### src/rtl/rdq_pkg.sv
package rdq_pkg;
  typedef enum logic [1:0] {
    TERM_NONE   = 2'd0,
    TERM_DISC   = 2'd1,
    TERM_TABORT = 2'd2
  } term_e;
endpackage

### src/rtl/rdq_ram.sv
module rdq_ram #(
  parameter int DW    = 64,
  parameter int DEPTH = 8,
  localparam int AW   = (DEPTH > 1) ? $clog2(DEPTH) : 1
) (
  input  logic          clk,
  input  logic          we,
  input  logic [AW-1:0] waddr,
  input  logic [DW-1:0] wdata,
  input  logic [AW-1:0] raddr,
  output logic [DW-1:0] rdata
);
  logic [DW-1:0] mem [DEPTH];

  always_ff @(posedge clk) begin
    if (we) mem[waddr] <= wdata;
  end

  assign rdata = mem[raddr];
endmodule

### src/rtl/rdq_ptrs.sv
module rdq_ptrs #(
  parameter int DEPTH = 8,
  localparam int AW   = (DEPTH > 1) ? $clog2(DEPTH) : 1,
  localparam int CW   = $clog2(DEPTH + 1)
) (
  input  logic          clk,
  input  logic          rst,
  input  logic          clr,
  input  logic          push,
  input  logic          pop,
  output logic [AW-1:0] waddr,
  output logic [AW-1:0] raddr,
  output logic [CW-1:0] count,
  output logic          full,
  output logic          empty
);
  function automatic logic [AW-1:0] step(input logic [AW-1:0] p);
    return (p == AW'(DEPTH - 1)) ? '0 : p + 1'b1;
  endfunction

  always_ff @(posedge clk) begin
    if (rst || clr) begin
      waddr <= '0;
      raddr <= '0;
      count <= '0;
    end else begin
      if (push) waddr <= step(waddr);
      if (pop)  raddr <= step(raddr);
      count <= count + CW'(push) - CW'(pop);
    end
  end

  assign full  = (count == CW'(DEPTH));
  assign empty = (count == '0);
endmodule

### src/rtl/rdq_drain.sv
module rdq_drain
  import rdq_pkg::*;
#(
  parameter int DW  = 64,
  localparam int HW = DW / 2
) (
  input  logic          clk,
  input  logic          rst,
  input  logic          clr,
  input  logic          wide,
  input  logic          ready,
  input  logic [DW-1:0] head,
  input  logic          avail,
  input  logic          last_word,
  input  logic          push,
  input  logic          term_pend,
  input  logic          tabort_en,
  output logic          pop,
  output logic          term_take,
  output logic          out_valid,
  output logic [DW-1:0] out_data,
  output logic          out_disc,
  output logic          out_tabort
);
  logic  half_q;
  logic  load;
  logic  use_wide;
  term_e term_q;
  term_e term_sel;

  assign load     = !out_valid || ready;
  assign use_wide = wide && !half_q;
  assign term_sel = tabort_en ? TERM_TABORT : TERM_DISC;

  always_comb begin
    pop       = 1'b0;
    term_take = 1'b0;
    if (!clr && load) begin
      if (avail)          pop       = use_wide || half_q;
      else if (term_pend) term_take = 1'b1;
    end
  end

  always_ff @(posedge clk) begin
    if (rst || clr) begin
      out_valid <= 1'b0;
      out_data  <= '0;
      half_q    <= 1'b0;
      term_q    <= TERM_NONE;
    end else if (load) begin
      if (avail) begin
        out_valid <= 1'b1;
        if (use_wide)    out_data <= head;
        else if (half_q) out_data <= {{HW{1'b0}}, head[DW-1:HW]};
        else             out_data <= {{HW{1'b0}}, head[HW-1:0]};
        half_q <= !use_wide && !half_q;
        term_q <= (pop && last_word && !push) ? TERM_DISC : TERM_NONE;
      end else if (term_pend) begin
        out_valid <= 1'b1;
        out_data  <= '0;
        term_q    <= term_sel;
      end else begin
        out_valid <= 1'b0;
        term_q    <= TERM_NONE;
      end
    end
  end

  assign out_disc   = out_valid && (term_q == TERM_DISC);
  assign out_tabort = out_valid && (term_q == TERM_TABORT);
endmodule

### src/rtl/rdret_queue.sv
module rdret_queue #(
  parameter int DW    = 64,
  parameter int DEPTH = 8,
  localparam int AW   = (DEPTH > 1) ? $clog2(DEPTH) : 1,
  localparam int CW   = $clog2(DEPTH + 1)
) (
  input  logic          clk,
  input  logic          rst,
  input  logic          fill_valid,
  output logic          fill_ready,
  input  logic [DW-1:0] fill_data,
  input  logic          fill_abort,
  input  logic          fill_first,
  input  logic          cfg_tabort_en,
  input  logic          flush,
  input  logic          drn_wide,
  input  logic          drn_ready,
  input  logic          drn_done,
  output logic          drn_valid,
  output logic [DW-1:0] drn_data,
  output logic          drn_disc,
  output logic          drn_tabort
);
  logic          clr;
  logic          push;
  logic          pop;
  logic          full;
  logic          empty;
  logic [CW-1:0] occ;
  logic [AW-1:0] waddr;
  logic [AW-1:0] raddr;
  logic [DW-1:0] head;
  logic          term_pend;
  logic          term_take;
  logic          fill_take;

  assign clr        = flush || drn_done;
  assign fill_ready = !full;
  assign fill_take  = fill_valid && !full;
  assign push       = fill_take && !fill_abort && !clr;

  always_ff @(posedge clk) begin
    if (rst || clr)                           term_pend <= 1'b0;
    else if (fill_take && fill_abort && fill_first) term_pend <= 1'b1;
    else if (term_take)                       term_pend <= 1'b0;
  end

  rdq_ptrs #(.DEPTH(DEPTH)) u_ptrs (
    .clk(clk), .rst(rst), .clr(clr), .push(push), .pop(pop),
    .waddr(waddr), .raddr(raddr), .count(occ), .full(full), .empty(empty)
  );

  rdq_ram #(.DW(DW), .DEPTH(DEPTH)) u_ram (
    .clk(clk), .we(push), .waddr(waddr), .wdata(fill_data),
    .raddr(raddr), .rdata(head)
  );

  rdq_drain #(.DW(DW)) u_drain (
    .clk(clk), .rst(rst), .clr(clr), .wide(drn_wide), .ready(drn_ready),
    .head(head), .avail(!empty), .last_word(occ == CW'(1)), .push(push),
    .term_pend(term_pend), .tabort_en(cfg_tabort_en),
    .pop(pop), .term_take(term_take),
    .out_valid(drn_valid), .out_data(drn_data),
    .out_disc(drn_disc), .out_tabort(drn_tabort)
  );
endmodule

### config.mk
export PLATFORM = sky130hd
export DESIGN_NAME = rdret_queue
export DESIGN_NICKNAME = d
export VERILOG_FILES = /design/src/rtl/rdq_pkg.sv /design/src/rtl/rdq_ram.sv /design/src/rtl/rdq_ptrs.sv /design/src/rtl/rdq_drain.sv /design/src/rtl/rdret_queue.sv
export SDC_FILE = /design/constraint.sdc
export NUM_CORES = 1
export LEC_CHECK = 0
export ABC_AREA = 1
export CAP_MARGIN = 20
export CORE_UTILIZATION = 40
export CTS_CLUSTER_DIAMETER = 60
export DETAILED_ROUTE_END_ITERATION = 10
export GPL_TIMING_DRIVEN = 0
export HOLD_SLACK_MARGIN = 0.03
export PLACE_DENSITY = 0.54
export SETUP_SLACK_MARGIN = 0.02
export SYNTH_ARGS = -nofsm -noshare
export SYNTH_HDL_FRONTEND = slang
export SYNTH_SLANG_ARGS = --single-unit
export TNS_END_PERCENT = 10
### constraint.sdc
create_clock -name clk -period 12.74 [get_ports clk]
set_input_delay 3.822 -clock clk [delete_from_list [all_inputs] [get_ports clk]]
set_output_delay 3.822 -clock clk [all_outputs]
set_load 0.05 [all_outputs]
==> results of run 1 <==
-- worst max-delay path: stages --
cell and delay (ns):
clkdlybuf4s50_1 0.46, a21boi_1 0.19, nand3_1 0.24, inv_1 0.14, nand2_1 0.23, nor3_2 0.83, buf_6 0.28, buf_4 0.23
buf_6 0.20
-- state kept, by name, summed over array words and instances (netlist names), named ones only --
register,flops
term_pend,1
u_drain.half_q,1
u_drain.out_data,64
u_drain.out_valid,1
u_drain.term_q,2
u_ptrs.count,4
u_ptrs.raddr,3
u_ptrs.waddr,3
u_ram.mem,512
-- worst min path at each step --
| stage | slack [ns] | depth (start not counted) | endpoint |
|---|---|---|---|
| floorplan | 0.47 | 2 | term_pend |
| global placement | 0.46 | 2 | u_drain.out_data[32] |
| detailed placement | 0.46 | 2 | u_drain.out_data[32] |
| CTS | 0.47 | 2 | u_drain.out_data[43] |
| global route | 0.49 | 2 | u_drain.out_data[37] |
| finish | 0.46 | 2 | u_drain.out_data[43] |
-- routing by layer --
metal / vias up / wire length [um]
li1: 8091 / -
met1: 8230 / 30290
met2: 591 / 34120
met3: 104 / 4370
met4: 0 / 1787
met5: - / 0
-- layout make-up --
| cell class | instances | area share [%] |
|---|---|---|
| inverter | 278 | 3.528 |
| clock inverter | 29 | 0.9791 |
| buffer | 126 | 2.574 |
| sequential | 594 | 57.40 |
| multi-input combinational | 1273 | 19.16 |
| timing repair buffer | 171 | 6.474 |
| clock buffer | 92 | 6.584 |
| tap | 782 | 3.300 |
-- power by group --
part | switching [W] | internal, W
Sequential | 0.00000121 | 0.00211
Clock | 0.000771 | 0.00119
Combinational | 0.0000465 | 0.0000272
Total | 0.000819 | 0.00333
-- cells in the final DEF, fill, tap and decap left out, types with 5 or more instances in the layout --
cell type	count
ha_1	9
o21ai_0	5
clkinv_2	15
nand2_1	656
clkbuf_1	36
clkbuf_8	5
inv_1	273
buf_6	36
nor2_1	20
buf_2	52
clkdlybuf4s50_1	141
clkbuf_16	73
edfxtp_1	512
nor2_4	6
buf_12	12
buf_1	17
clkinv_1	8
dfxtp_1	82
nand3_1	485
buf_4	10
a21oi_1	73
bufinv_16	6
-- through the flow --
step	TNS [ns]	total power [W]	hold slack [ns]	std cells	instance area (um^2)
5_1_grt	0	0.004265	0.4886	3345	29650
3_3_place_gp	-187.18	0.002227	0.4562	3194	26840
4_1_cts	0	0.004186	0.4697	3345	29650
3_5_place_dp	0	0.002230	0.4613	3224	27410
6_report	0	0.004153	0.4642	3345	29650
2_1_floorplan	0	0.002174	0.4655	2271	24450
-- cells by family (layout without fill, tap and decap cells) --
group / count (synthesis) / count (layout) / share of synthesized area [%]
xor gates and xnor gates: 1 / 1 / 0.03582
DFF: 594 / 594 / 69.59
adders and majority gates: 10 / 10 / 0.5424
AOI/OAI and AO/OA: 83 / 83 / 1.745
buffers and inverters: 404 / 696 / 7.399
and+or+nand+nor: 1179 / 1179 / 20.69
==> impl_metrics.yaml, run 1 <==
finish:
  drive_above_1_share_pct: 9.208
  sequential_cell_area_um2: 17020
  fillers: 5459
  multiInputGateArea_um2: 5682
  syn_to_final_growth_pct: 21.25
  diodes: 0
  fin_nets: 2595
  final_util_pct: 49.12
sta:
  layout_setup_ws_ns: 6.377
  grt_setup_unrepaired: "false"
  finalSetupViolCount: 0
  finalHoldViolations: 0
  relSlewSlack_pct: 32.15
  post-route-period-util_pct: 49.94
  fmax_ghz: 0.1572
  worstMarginPinSlew_ns: 1.012
  slew_violations: 0
  fin_worst_skew_ns: 0.02300
  post-route-min-period_ns: 6.363
setup_path:
  crit_type: "input pin to register"
  r2r_start: "u_ptrs.count[2]"
  path_max_fanout: 11
  crit_required_ns: 13.02
  endpoint_kind: "register"
  startpoint: "fill_valid"
  endpoint: "u_ram.mem[1][39]"
  worst_ep_arrival_time_ns: 6.65
  ff2ff_setup_slack_ns: 9.49
  r2r_end: "u_ram.mem[1][39]"
  cp-start-kind: "input pin"
  reg2reg_depth: 10
synth:
  syn_avg_cell_area_um2: 10.77
  netlist_area_um2: 24450
  synthArstFlopShare_pct: 0
  ys.flop_type: "edfxtp_1"
  yosysUniqueCellTypes: 31
  synthCells: 2271
  yosysSeqAreaShare_pct: 69.59
  ys_ff_latch: 594
  yosysMostFrequentCell: "nand2_1"
  synth_top_area_share_pct: 62.88
  synth_top_cell_by_area: "edfxtp_1"
  synthTopCellsByArea: "edfxtp_1, nand2_1, nand3_1"
  syn-num-nets: 2355
  synth_edf_count: 512
  yosysWarnings: 0
  netlist_top_cells_count: "nand2_1, edfxtp_1, nand3_1"
clock_network:
  cts_root_buf: "clkbuf_16"
  cts_tree: "built"
  postCtsHoldBufs: 0
  clkTransAtPathRegs_ns: 0.06
  clkLatencyLatePin_ns: 0.60
  cts_max_level: 3
  cts_buffers: 67
  cts.sinks: 594
  cts_max_path_buffers: 3
  cts_resized: 0
  post_cts.repair.setup_buffers: 0
global_route:
  grt_use_met1_pct: 30.48
  antenna_found_initial: 0
  grt_busiest_layer: "met2"
  use_met2_pct: 38.16
  grt-ovfl-total: 0
  grt_pass1_vias: 16428
  grt_pass1_wl_um: 104700
  grt_max_degree: 26
  track_usage_pct: 22.80
  met3_usage_pct: 3.187
floorplanning:
  initial_core_util_pct: 40.51
  core_um2: 60360
  dieWidth_um: 249.2
  die_h_um: 249.2
  rows: 90
  dieArea_um2: 62120
  ioPinCount: 142
routing:
  wl_um: 70570
  via_count: 17016
  routedWlPerCell_um: 21.10
  first_iter_violations: 1516
  drtPass1Iterations: 5
  vias_per_cell: 5.087
  drc: 0
  drtAntennaViolNets: 0
pwr:
  p_leak_nw: 11.41
  peakVddDrop_mv: 0.08862
  p_per_area_nw_per_um2: 140.1
place:
  dp_hpwl_um: 48270
  gp_congestion: 0.8033
  dpl_worst_slack_ns: 5.752
  port_buffers: 141
min_path:
  hold_class: "register to register"
  min-delay-start: "u_drain.out_data[43]"
flow_run:
  drv_cap: 0
run_status:
  outcome: "finished, final reports clean"
Note: power is estimated with default switching activity, not from simulation.
==> inputs of run 2 (changes only) <==
==> constraint.sdc (replaced) <==
create_clock -name clk -period 6.6 [get_ports clk]
set_input_delay 1.98 -clock clk [delete_from_list [all_inputs] [get_ports clk]]
set_output_delay 1.98 -clock clk [all_outputs]
set_load 0.05 [all_outputs]
==> run 2 against run 1 <==
Compared with the run above: critical path depth is 1 higher; hold slack improved by 0.0023 ns; clock skew grew 0.0065 ns; utilization shrank 0.13 points; sequential power grew 92%; highest routed layer unchanged.
==> impl_metrics.yaml, run 2 (synthesis gave the netlist of run 1 again) <==
run_status:
  outcome: "finished, final reports clean"
global_route:
  grt_max_degree: 24
  grt-ovfl-total: 0
  grt_pass1_vias: 16311
  grt_pass1_wl_um: 103700
  track_usage_pct: 22.55
  antenna_found_initial: 0
routing:
  drtPass1Iterations: 5
  wl_um: 69960
  routedWlPerCell_um: 20.92
  via_count: 16902
  vias_per_cell: 5.054
  first_iter_violations: 1482
  drc: 0
  drtAntennaViolNets: 0
finish:
  syn_to_final_growth_pct: 20.91
  diodes: 0
  largest_register_ffs: 512
  multiInputGateArea_um2: 5688
  sequential_cell_area_um2: 17020
  top_register: "u_ram.mem"
  top_regs: "u_ram.mem (512), u_drain.out_data (64), u_ptrs.count (4)"
  stdcell_area_um2: 29570
  final_common_cell: "nand2_1"
  fin_nets: 2595
  final_cell_mix: "nand2_1, edfxtp_1, nand3_1"
  final_util_pct: 48.98
  fillers: 5399
  drive_above_1_share_pct: 8.860
floorplanning:
  rows: 90
  die_h_um: 249.2
  dieWidth_um: 249.2
  initial_core_util_pct: 40.51
  dieArea_um2: 62120
  ioPinCount: 142
  core_um2: 60360
clock_network:
  cts.sinks: 594
  cts_resized: 0
  cts_buffers: 66
  cts_root_buf: "clkbuf_16"
  clkTransAtPathRegs_ns: 0.06
  clkLatencyLatePin_ns: 0.60
  cts_max_level: 3
  post_cts.repair.setup_buffers: 0
  postCtsHoldBufs: 0
  cts_max_path_buffers: 3
  cts_tree: "built"
setup_path:
  r2r_start: "u_ptrs.count[2]"
  startpoint: "fill_valid"
  ff2ff_setup_slack_ns: 3.35
  crit_type: "input pin to register"
  path_max_fanout: 10
  worstPathCellList: "clkdlybuf4s50_1 -> a21boi_1 -> nand3_1 -> inv_1 -> nand2_1 -> nor3_2 -> buf_8 -> buf_6 -> buf_6 -> buf_6"
  max_stage_delay_ns: 0.81
  critPathBufInv: 6
  cp_top_family: "buffers and inverters"
  worst_ep_arrival_time_ns: 4.81
  slowest_stage: "nor3_2"
  crit_required_ns: 6.89
  endpoint_kind: "register"
  cp-start-kind: "input pin"
  crit_top_cell: "buf_6"
sta:
  fin_worst_skew_ns: 0.02948
  finalSetupViolCount: 0
  fmax_ghz: 0.2211
  finalHoldViolations: 0
  grt_setup_unrepaired: "false"
  slew_violations: 0
  worstMarginPinSlew_ns: 0.9837
  post-route-period-util_pct: 68.52
  relSlewSlack_pct: 34.07
  post-route-min-period_ns: 4.522
place:
  port_buffers: 141
  placed_area_um2: 27500
  dp_hpwl_um: 48160
  gp_congestion: 0.8028
pwr:
  share_seq_of_total_power_pct: 52.8
  combPwrFrac_pct: 1.8
  p_per_area_nw_per_um2: 261.5
  switchingPower_w: 0.001529
  peakVddDrop_mv: 0.1591
  swShare_pct: 19.77
  clkPwrFrac_pct: 45.3
  p_int_w: 0.006203
  p_leak_nw: 11.33
min_path:
  hold_class: "register to register"
  min-delay-start: "u_drain.out_data[36]"
flow_run:
  drv_cap: 0
run 2: power by group through the flow:
| stage | Sequential, W | Combinational (W) | Clock (W) |
|---|---|---|---|
| after floorplan | 0.00417 | 0.0000299 | 0 |
| after global placement | 0.00416 | 0.000133 | 0 |
| after detailed placement | 0.00416 | 0.000142 | 0 |
| after CTS | 0.00408 | 0.000143 | 0.00358 |
| after global routing | 0.00408 | 0.000153 | 0.00370 |
| final | 0.00408 | 0.000143 | 0.00351 |
run 2: worst min-delay path, cell delays in order, from the launching register on:
cell     delay [ns]
dfxtp_1        0.31
nand2_1        0.06
a21oi_1        0.05
run 2: worst paths after layout:
kind                          end  cells after the start
max              u_ram.mem[1][37]                     10
min          u_drain.out_data[36]                      2
max reg2reg      u_ram.mem[1][37]                     11
min reg2reg  u_drain.out_data[36]                      2
run 2: through the flow:
stage	TNS [ns]	total power [W]	hold slack [ns]	cells	worst slack (ns)
floorplan	-54.54	0.004195	0.4655	2271	-0.8522
global placement	-1559.81	0.004297	0.4555	3194	-5.810
detailed placement	0	0.004305	0.4603	3225	1.497
CTS	0	0.007802	0.4692	3344	2.097
global route	0	0.007940	0.4894	3344	1.872
finish	0	0.007732	0.4665	3344	2.078
run 2: area by class of cell:
cell class / count / share of cell area [%]
plain buffers: 126 / 2.581
inverters: 278 / 3.538
clock inverters: 26 / 0.5967
clock buffers: 93 / 6.382
well taps: 782 / 3.309
flip-flops and latches: 594 / 57.55
multi-input cells: 1273 / 19.24
repair buffers: 172 / 6.801
run 2: layer usage:
layer  share of wire (%)  global-route usage (%)
met5                   0                       0
met2                  48                   37.32
met4                 3.0                   8.589
met3                 5.6                   3.218
met1                  43                   30.05
